`src/rtl/xlat_pkg.sv`:
```
package xlat_pkg;
   localparam int unsigned PG_SHIFT = 12;

   typedef enum logic [1:0] {
      XC_NONE    = 2'd0,
      XC_MISS    = 2'd1,
      XC_INVALID = 2'd2,
      XC_WPROT   = 2'd3
   } xlat_exc_e;
endpackage

```
`src/rtl/xlat_slot.sv`:
```
// One translation slot: key storage, per-half payload, parallel compare.
module xlat_slot #(
   parameter int unsigned VPN2_W = 19,
   parameter int unsigned MASK_W = 11,
   parameter int unsigned ASID_W = 8,
   parameter int unsigned HALF_W = 25,
   localparam int unsigned BUN_W = MASK_W + 2 * HALF_W
) (
   input  logic              clk,
   input  logic              rst_n,
   input  logic              wr_sel,
   input  logic [VPN2_W-1:0] wr_vpn2,
   input  logic [MASK_W-1:0] wr_mask,
   input  logic [ASID_W-1:0] wr_asid,
   input  logic              wr_glob,
   input  logic [HALF_W-1:0] wr_even,
   input  logic [HALF_W-1:0] wr_odd,
   input  logic [VPN2_W-1:0] lk_vpn2,
   input  logic [ASID_W-1:0] lk_asid,
   output logic              hit,
   output logic [BUN_W-1:0]  bundle
);
   logic              used_q;
   logic              glob_q;
   logic [VPN2_W-1:0] vpn2_q;
   logic [MASK_W-1:0] mask_q;
   logic [ASID_W-1:0] asid_q;
   logic [HALF_W-1:0] even_q;
   logic [HALF_W-1:0] odd_q;
   logic [VPN2_W-1:0] diff;

   always_ff @(posedge clk or negedge rst_n) begin
      if (!rst_n) begin
         used_q <= 1'b0;
         glob_q <= 1'b0;
         vpn2_q <= '0;
         mask_q <= '0;
         asid_q <= '0;
         even_q <= '0;
         odd_q  <= '0;
      end else if (wr_sel) begin
         used_q <= 1'b1;
         glob_q <= wr_glob;
         vpn2_q <= wr_vpn2;
         mask_q <= wr_mask;
         asid_q <= wr_asid;
         even_q <= wr_even;
         odd_q  <= wr_odd;
      end
   end

   assign diff   = (vpn2_q ^ lk_vpn2) & ~VPN2_W'(mask_q);
   assign hit    = used_q && (diff == '0) && (glob_q || (asid_q == lk_asid));
   assign bundle = {mask_q, even_q, odd_q};

   // a write is visible in the slot after the edge
   a_r2_write_lands: assert property (@(posedge clk) disable iff (!rst_n)
      wr_sel |=> (used_q && vpn2_q == $past(wr_vpn2) && asid_q == $past(wr_asid)));

   // only masks of the form 2^k-1 are written
   a_r4_mask_legal: assert property (@(posedge clk) disable iff (!rst_n)
      wr_sel |-> ((wr_mask & (wr_mask + 1'b1)) == '0));
endmodule

```
`src/rtl/xlat_select.sv`:
```
// OR-combines the payload of hitting slots and detects multiple hits.
module xlat_select #(
   parameter int unsigned N = 32,
   parameter int unsigned W = 61
) (
   input  logic [N-1:0]   hits,
   input  logic [N*W-1:0] data,
   output logic           any_hit,
   output logic           multi,
   output logic [W-1:0]   sel
);
   always_comb begin
      sel     = '0;
      any_hit = 1'b0;
      multi   = 1'b0;
      for (int i = 0; i < int'(N); i++) begin
         if (hits[i]) begin
            if (any_hit) multi = 1'b1;
            any_hit = 1'b1;
            sel = sel | data[i*W +: W];
         end
      end
   end
endmodule

```
`src/rtl/xlat_resolve.sv`:
```
// Picks the half, forms the physical address and the fault code.
module xlat_resolve
   import xlat_pkg::*;
#(
   parameter int unsigned MASK_W = 11,
   parameter int unsigned PFN_W  = 20,
   parameter int unsigned VA_W   = 32,
   localparam int unsigned HALF_W = PFN_W + 5,
   localparam int unsigned BUN_W  = MASK_W + 2 * HALF_W,
   localparam int unsigned PA_W   = PFN_W + PG_SHIFT
) (
   input  logic [VA_W-1:0]  va,
   input  logic             store,
   input  logic             any_hit,
   input  logic             multi,
   input  logic [BUN_W-1:0] bundle,
   output logic [PA_W-1:0]  pa,
   output logic [2:0]       attr,
   output xlat_exc_e        exc
);
   logic [MASK_W-1:0] mask;
   logic [HALF_W-1:0] even_h, odd_h, half;
   logic [MASK_W:0]   sel_oh;
   logic              pick_odd;
   logic [PFN_W-1:0]  pfn, pfn_eff, mext, vsub;
   logic [2:0]        h_attr;
   logic              h_dirty, h_valid, clean;

   assign {mask, even_h, odd_h} = bundle;
   assign sel_oh   = {1'b0, mask} + 1'b1;
   assign pick_odd = |(va[PG_SHIFT +: MASK_W+1] & sel_oh);
   assign half     = pick_odd ? odd_h : even_h;
   assign {pfn, h_attr, h_dirty, h_valid} = half;

   assign mext    = PFN_W'(mask);
   assign vsub    = PFN_W'(va[PG_SHIFT +: MASK_W]);
   assign pfn_eff = (pfn & ~mext) | (vsub & mext);

   always_comb begin
      if (multi)                 exc = XC_NONE;
      else if (!any_hit)         exc = XC_MISS;
      else if (!h_valid)         exc = XC_INVALID;
      else if (store && !h_dirty) exc = XC_WPROT;
      else                       exc = XC_NONE;
   end

   assign clean = any_hit && !multi && (exc == XC_NONE);
   assign pa    = clean ? {pfn_eff, va[PG_SHIFT-1:0]} : '0;
   assign attr  = clean ? h_attr : 3'd0;
endmodule

```
`src/rtl/xlat_pair_tlb.sv`:
```
module xlat_pair_tlb
   import xlat_pkg::*;
#(
   parameter int unsigned ENTRIES = 32,
   parameter int unsigned VA_W    = 32,
   parameter int unsigned PFN_W   = 20,
   parameter int unsigned MASK_W  = 11,
   parameter int unsigned ASID_W  = 8,
   localparam int unsigned IDX_W  = $clog2(ENTRIES),
   localparam int unsigned VPN2_W = VA_W - PG_SHIFT - 1,
   localparam int unsigned PA_W   = PFN_W + PG_SHIFT,
   localparam int unsigned HALF_W = PFN_W + 5,
   localparam int unsigned BUN_W  = MASK_W + 2 * HALF_W
) (
   input  logic              clk,
   input  logic              rst_n,
   input  logic              wr_en,
   input  logic [IDX_W-1:0]  wr_idx,
   input  logic [VPN2_W-1:0] wr_vpn2,
   input  logic [MASK_W-1:0] wr_mask,
   input  logic [ASID_W-1:0] wr_asid,
   input  logic [PFN_W-1:0]  wr_even_pfn,
   input  logic [2:0]        wr_even_attr,
   input  logic              wr_even_dirty,
   input  logic              wr_even_valid,
   input  logic              wr_even_global,
   input  logic [PFN_W-1:0]  wr_odd_pfn,
   input  logic [2:0]        wr_odd_attr,
   input  logic              wr_odd_dirty,
   input  logic              wr_odd_valid,
   input  logic              wr_odd_global,
   input  logic [VA_W-1:0]   lk_va,
   input  logic              lk_store,
   input  logic [ASID_W-1:0] lk_asid,
   output logic [PA_W-1:0]   lk_pa,
   output logic [2:0]        lk_attr,
   output logic [1:0]        lk_exc,
   output logic              lk_multi
);
   if (ENTRIES < 2 || (1 << IDX_W) != ENTRIES) begin : g_bad_entries
      $error("ENTRIES must be a power of two of at least 2");
   end
   if (MASK_W + 1 > VPN2_W || MASK_W > PFN_W) begin : g_bad_mask
      $error("MASK_W exceeds the page-number widths");
   end

   logic [ENTRIES-1:0]       hits;
   logic [ENTRIES*BUN_W-1:0] bundles;
   logic [HALF_W-1:0]        even_in, odd_in;
   logic                     any_hit, multi;
   logic [BUN_W-1:0]         chosen;
   xlat_exc_e                exc;

   assign even_in = {wr_even_pfn, wr_even_attr, wr_even_dirty, wr_even_valid};
   assign odd_in  = {wr_odd_pfn,  wr_odd_attr,  wr_odd_dirty,  wr_odd_valid};

   for (genvar i = 0; i < ENTRIES; i++) begin : g_slot
      xlat_slot #(
         .VPN2_W(VPN2_W), .MASK_W(MASK_W), .ASID_W(ASID_W), .HALF_W(HALF_W)
      ) u_slot (
         .clk     (clk),
         .rst_n   (rst_n),
         .wr_sel  (wr_en && (wr_idx == IDX_W'(i))),
         .wr_vpn2 (wr_vpn2),
         .wr_mask (wr_mask),
         .wr_asid (wr_asid),
         .wr_glob (wr_even_global & wr_odd_global),
         .wr_even (even_in),
         .wr_odd  (odd_in),
         .lk_vpn2 (lk_va[VA_W-1:PG_SHIFT+1]),
         .lk_asid (lk_asid),
         .hit     (hits[i]),
         .bundle  (bundles[i*BUN_W +: BUN_W])
      );
   end

   xlat_select #(.N(ENTRIES), .W(BUN_W)) u_sel (
      .hits    (hits),
      .data    (bundles),
      .any_hit (any_hit),
      .multi   (multi),
      .sel     (chosen)
   );

   xlat_resolve #(.MASK_W(MASK_W), .PFN_W(PFN_W), .VA_W(VA_W)) u_res (
      .va      (lk_va),
      .store   (lk_store),
      .any_hit (any_hit),
      .multi   (multi),
      .bundle  (chosen),
      .pa      (lk_pa),
      .attr    (lk_attr),
      .exc     (exc)
   );

   assign lk_exc   = exc;
   assign lk_multi = multi;

   // a miss only when no slot hits
   a_r8_miss_empty: assert property (@(posedge clk) disable iff (!rst_n)
      (lk_exc == XC_MISS) |-> (hits == '0));

   // write-protect fault only on stores
   a_r10_wprot_store: assert property (@(posedge clk) disable iff (!rst_n)
      (lk_exc == XC_WPROT) |-> lk_store);

   // multiple-match flag tracks the hit population
   a_r11_multi_count: assert property (@(posedge clk) disable iff (!rst_n)
      lk_multi == ($countones(hits) > 1));

   // a multiple match returns no translation
   a_r11_multi_blank: assert property (@(posedge clk) disable iff (!rst_n)
      lk_multi |-> (lk_pa == '0 && lk_attr == 3'd0 && lk_exc == XC_NONE));

   // a clean hit keeps the byte offset
   a_r7_offset_kept: assert property (@(posedge clk) disable iff (!rst_n)
      ($onehot(hits) && lk_exc == XC_NONE) |-> (lk_pa[PG_SHIFT-1:0] == lk_va[PG_SHIFT-1:0]));
endmodule

```
`config.mk`:
```
export PLATFORM = sky130hd
export DESIGN_NAME = xlat_pair_tlb
export DESIGN_NICKNAME = d
export VERILOG_FILES = /design/src/rtl/xlat_pkg.sv /design/src/rtl/xlat_slot.sv /design/src/rtl/xlat_select.sv /design/src/rtl/xlat_resolve.sv /design/src/rtl/xlat_pair_tlb.sv
export SDC_FILE = /design/constraint.sdc
export NUM_CORES = 2
export LEC_CHECK = 0
export CAP_MARGIN = 20
export CORE_UTILIZATION = 50
export CTS_CLUSTER_SIZE = 14
export DETAILED_ROUTE_END_ITERATION = 10
export PLACE_DENSITY = 0.66
export SLEW_MARGIN = 0
export SYNTH_ARGS = -nofsm -noshare
export SYNTH_HDL_FRONTEND = slang
export SYNTH_SLANG_ARGS = --single-unit
```
`constraint.sdc`:
```
create_clock -name clk -period 11.5 [get_ports clk]
set_input_delay 1.15 -clock clk [delete_from_list [all_inputs] [get_ports clk]]
set_output_delay 1.15 -clock clk [all_outputs]
set_load 0.01 [all_outputs]
```
==> results summary <==
In the final layout, the share of cells above drive strength 1 is 0.155. The wire length of the first global-routing pass is 857 mm. The number of flops mapped to enable cells by yosys came out at 0.

The number of setup violations in the final report came out at 0. The maximum cell stage delay along the critical path is 0.84 ns. The final estimated routing congestion in global placement came out at 1.05. Of the synthesized area, sequential elements account for 0.541. By area the synthesized netlist is led by sky130_fd_sc_hd__dfrtp_1, sky130_fd_sc_hd__nand2_1, sky130_fd_sc_hd__mux2_2, sky130_fd_sc_hd__xnor2_1, sky130_fd_sc_hd__a22o_1.

The yosys synthesis warning count is 0. The critical path is of the in2out type. The number of buffers between clock root and the deepest sink came out at 4. The average instance area after synthesis came out at 9.77 um2. The number of distinct library cells after synthesis came out at 72.

In the synthesized netlist the dominant register cell turns out to be sky130_fd_sc_hd__dfrtp_1. The analysis attributes to cell leakage a power of 72.2 nW. In this run the tightest slew margin relative to its limit is 0.132. The final hold violation count is 0. The count of input and output buffers is 176. The number of slew-limit violations in the final report is 0. Summing over every cut layer, the via total after detailed routing is 114,024. For this design the ratio of total power to cell area is 189 mW/mm2.

The number of antenna violations at the first check in global routing is 44. The final critical delay including setup and external delays came out at 10.55 ns. The tree is rooted in a sky130_fd_sc_hd__clkbuf_16. After synthesis the cells add up to 0.133 mm2. The top fanout value on the critical path is 25. The area growth from synthesis to layout came out at 11.9%. The initial utilization of the core area, before any placement, comes to 0.503. The required time at the endpoint of the critical path is 10.35 ns.

The overall routing resource usage is 0.451. In the routed layout, each cell is associated on average with a via count of 6.63. The number of iterations in the first detailed-routing pass is 11. The starting DRC count in detailed routing came out at 16,849. The maximum level of the CTS H-tree is 5. TritonCTS built the clock tree. The routed wirelength normalized by instance count is 35.7 um. The number of ports placed on the die boundary came out at 177. In the finished design, the share of the clock period the worst path needs comes to 0.917.

The cell with the largest stage delay on the worst path is sky130_fd_sc_hd__a211oi_1. The flow ran to the end, but the final reports show violations. Post-CTS timing repair inserted 0 buffers for setup.

The largest voltage drop on the vdd net is 159 uV. Walking the worst path, the cells encountered are buf_2 > buf_4 > xnor2_1 > o22ai_1 > nor4_1 > buf_4 > and3_4 > a221oi_1 > nand4_2 > ha_1 > a21boi_0 > nand3_1 > and3b_1 > and4bb_2 > o2111ai_2 > nor3_1 > o211ai_4 > a211oi_1 > clkdlybuf4s50_1. The total global routing overflow is 0. The number of global-route vias before repair is 110,349. The number of cells upsized or downsized after cts came out at 0. The final reports fail on design-rule violations. The hold buffer count at cts came out at 0. The total wire length is 614 mm. The share of the synthesized area in the top cell type is 0.541. The TritonCTS sink count came out at 2,880. Derived from the worst setup path, the maximum achievable clock frequency is 0.0948 GHz. The area of the core is 0.265 mm2. The residual DRC count came out at 48. The setup total negative slack came out at 0 ns. Once detail routing completed, the nets flagged for antenna violations numbered 0. The buffering stage count on the worst path with inverters included is 4. Counting every instance in the synthesized netlist gives 13,643. The worst slack at placement came out at 1.39 ns. The HPWL reported at the end of detailed placement is 367 mm. After clock tree synthesis, the clock-pin slew on the worst setup and hold paths is 0.07 ns. The async set-reset flop share out of synthesis came out at 1.00. The number of clock buffers inserted by TritonCTS came out at 317. In this run the worst hold path is classified as in2async.

The post-layout net count is 13,547. STA classifies the critical path endpoint as an output pin. The die outline height is 518 um.

At the pin with the least slew margin, the transition time is 1.29 ns. The worst-skew pair later-pin latency came out at 0.94 ns. The total power of the final layout came out at 28.2 mW. Of all cell types, the one taking the most synthesized area is sky130_fd_sc_hd__dfrtp_1. The net count after synthesis came out at 13,783. The kind of cell adding the most delay to the critical path is simple AND/OR/NAND/NOR gates. The number of synthesized register bits came out at 2,880.

Data arrives at the worst endpoint at 9.40 ns. The pin count of the biggest net entering global routing is 170. The worst clock skew is 0 ns. The utilization after layout came out at 0.562.

Across all setup checks in the final design, the least slack found is 0.954 ns. STA classifies the critical path startpoint as an input port. The row count is 189. Across the run, the number of max-cap violations was 0. The die covers 0.269 mm2. By instance count, the cell type seen most on the critical path is sky130_fd_sc_hd__buf_4. The x dimension of the die came out at 518 um. Setup repair after global routing left no endpoint under its margin.
-- report_power, final --
part	switching [mW]	internal (mW)
logic	2.26	1.72
registers	1.61	12.0
clock network	4.44	6.14
-- Yosys cell counts, types with 3 or more instances --
| master | count |
|---|---|
| sky130_fd_sc_hd__nand2b_1 | 30 |
| sky130_fd_sc_hd__buf_6 | 27 |
| sky130_fd_sc_hd__nand4_1 | 328 |
| sky130_fd_sc_hd__a221oi_1 | 369 |
| sky130_fd_sc_hd__a211oi_1 | 4 |
| sky130_fd_sc_hd__a21oi_1 | 18 |
| sky130_fd_sc_hd__inv_1 | 26 |
| sky130_fd_sc_hd__nand2_1 | 5433 |
| sky130_fd_sc_hd__o211ai_1 | 54 |
| sky130_fd_sc_hd__a211oi_2 | 8 |
| sky130_fd_sc_hd__or2_2 | 12 |
| sky130_fd_sc_hd__nor2_1 | 77 |
| sky130_fd_sc_hd__o22ai_1 | 290 |
| sky130_fd_sc_hd__dfrtp_1 | 2880 |
| sky130_fd_sc_hd__nor3_1 | 64 |
| sky130_fd_sc_hd__clkbuf_1 | 858 |
| sky130_fd_sc_hd__o311ai_0 | 3 |
| sky130_fd_sc_hd__mux2_2 | 1057 |
| sky130_fd_sc_hd__maj3_1 | 5 |
| sky130_fd_sc_hd__a22o_1 | 391 |
| sky130_fd_sc_hd__nor4_2 | 16 |
| sky130_fd_sc_hd__buf_2 | 55 |
| sky130_fd_sc_hd__a22oi_1 | 130 |
| sky130_fd_sc_hd__nand3_1 | 121 |
| sky130_fd_sc_hd__nor2b_1 | 3 |
| sky130_fd_sc_hd__nor4_1 | 153 |
| sky130_fd_sc_hd__buf_1 | 88 |
| sky130_fd_sc_hd__and4_1 | 6 |
| sky130_fd_sc_hd__o2111ai_1 | 28 |
| sky130_fd_sc_hd__nand3b_1 | 4 |
| sky130_fd_sc_hd__xnor2_1 | 674 |
| sky130_fd_sc_hd__and3_1 | 34 |
| sky130_fd_sc_hd__or4_1 | 11 |
| sky130_fd_sc_hd__a41o_1 | 32 |
| sky130_fd_sc_hd__xor2_1 | 195 |
| sky130_fd_sc_hd__o21ai_0 | 55 |
| sky130_fd_sc_hd__buf_4 | 54 |
| sky130_fd_sc_hd__a211o_1 | 5 |
| sky130_fd_sc_hd__buf_12 | 4 |
-- cells in the final DEF, fill, tap and decap left out, types with 290 or more instances in the layout --
cell type and instances:
sky130_fd_sc_hd__a221oi_1 369, sky130_fd_sc_hd__a22o_1 391, sky130_fd_sc_hd__buf_4 315, sky130_fd_sc_hd__clkbuf_16 325, sky130_fd_sc_hd__dfrtp_1 2880, sky130_fd_sc_hd__mux2_2 1057, sky130_fd_sc_hd__nand2_1 5399, sky130_fd_sc_hd__nand4_1 328
sky130_fd_sc_hd__o22ai_1 290, sky130_fd_sc_hd__xnor2_1 674
-- state kept, by name (all words and copies together), names as in the netlist --
register	flops
g_slot.u_slot.used_q	32
g_slot.u_slot.mask_q	352
g_slot.u_slot.even_q	800
g_slot.u_slot.vpn2_q	608
g_slot.u_slot.glob_q	32
g_slot.u_slot.odd_q	800
g_slot.u_slot.asid_q	256
-- stage by stage --
step | hold WS [ns] | cell area [um2] | cells
floorplan | 0.435 | 133000 | 13643
global placement | 0.451 | 138000 | 16588
detailed placement | 0.458 | 138000 | 16597
CTS | 0.205 | 149000 | 17164
global route | 0.219 | 149000 | 17194
finish | 0.138 | 149000 | 17206
-- path summary, 6_finish.rpt --
path	from	end	slack (ns)	cells past startpoint
max reg2reg	g_slot[2].u_slot.mask_q[1]	g_slot[2].u_slot.mask_q[1]	10.36	1
min in group clk	g_slot[26].u_slot.used_q	g_slot[26].u_slot.used_q	0.47	1
min	rst_n	g_slot[17].u_slot.asid_q[0]	0.14	1
min reg2reg	g_slot[26].u_slot.used_q	g_slot[26].u_slot.used_q	0.47	1
max	lk_va[19]	lk_attr[1]	0.95	19
max in group asynchronous	rst_n	g_slot[17].u_slot.odd_q[6]	8.24	4
-- layer usage --
metal | up-vias | global-route usage | wire length, um
met1 | 57163 | 0.579 | 223000
met4 | 32 | 0.341 | 57000
li1 | 45614 | - | -
met2 | 8640 | 0.661 | 260000
met5 | - | 0 | 224
met3 | 2575 | 0.111 | 74600
-- cell type report --
| class | instances | area [um2] |
|---|---|---|
| clock inverters | 110 | 1340 |
| clock buffers | 457 | 9280 |
| well taps | 3533 | 4420 |
| fillers | 22562 | 116000 |
| inverters | 26 | 97.6 |
| multi-input cells | 9648 | 57000 |
| repair buffers | 534 | 4840 |
| diodes | 18 | 45.0 |
| flip-flops and latches | 2880 | 72100 |
-- logic make-up after synthesis --
logic type | after synthesis | share of synthesized area
compound gates | 1407 | 0.0839
xor+xnor | 869 | 0.0571
fa+ha+maj | 6 | 0.000470
buf+inv | 1115 | 0.0357
flops | 2880 | 0.541
mux | 1057 | 0.0893
simple gates | 6309 | 0.193
No activity file was read; power rests on OpenSTA's default activity.
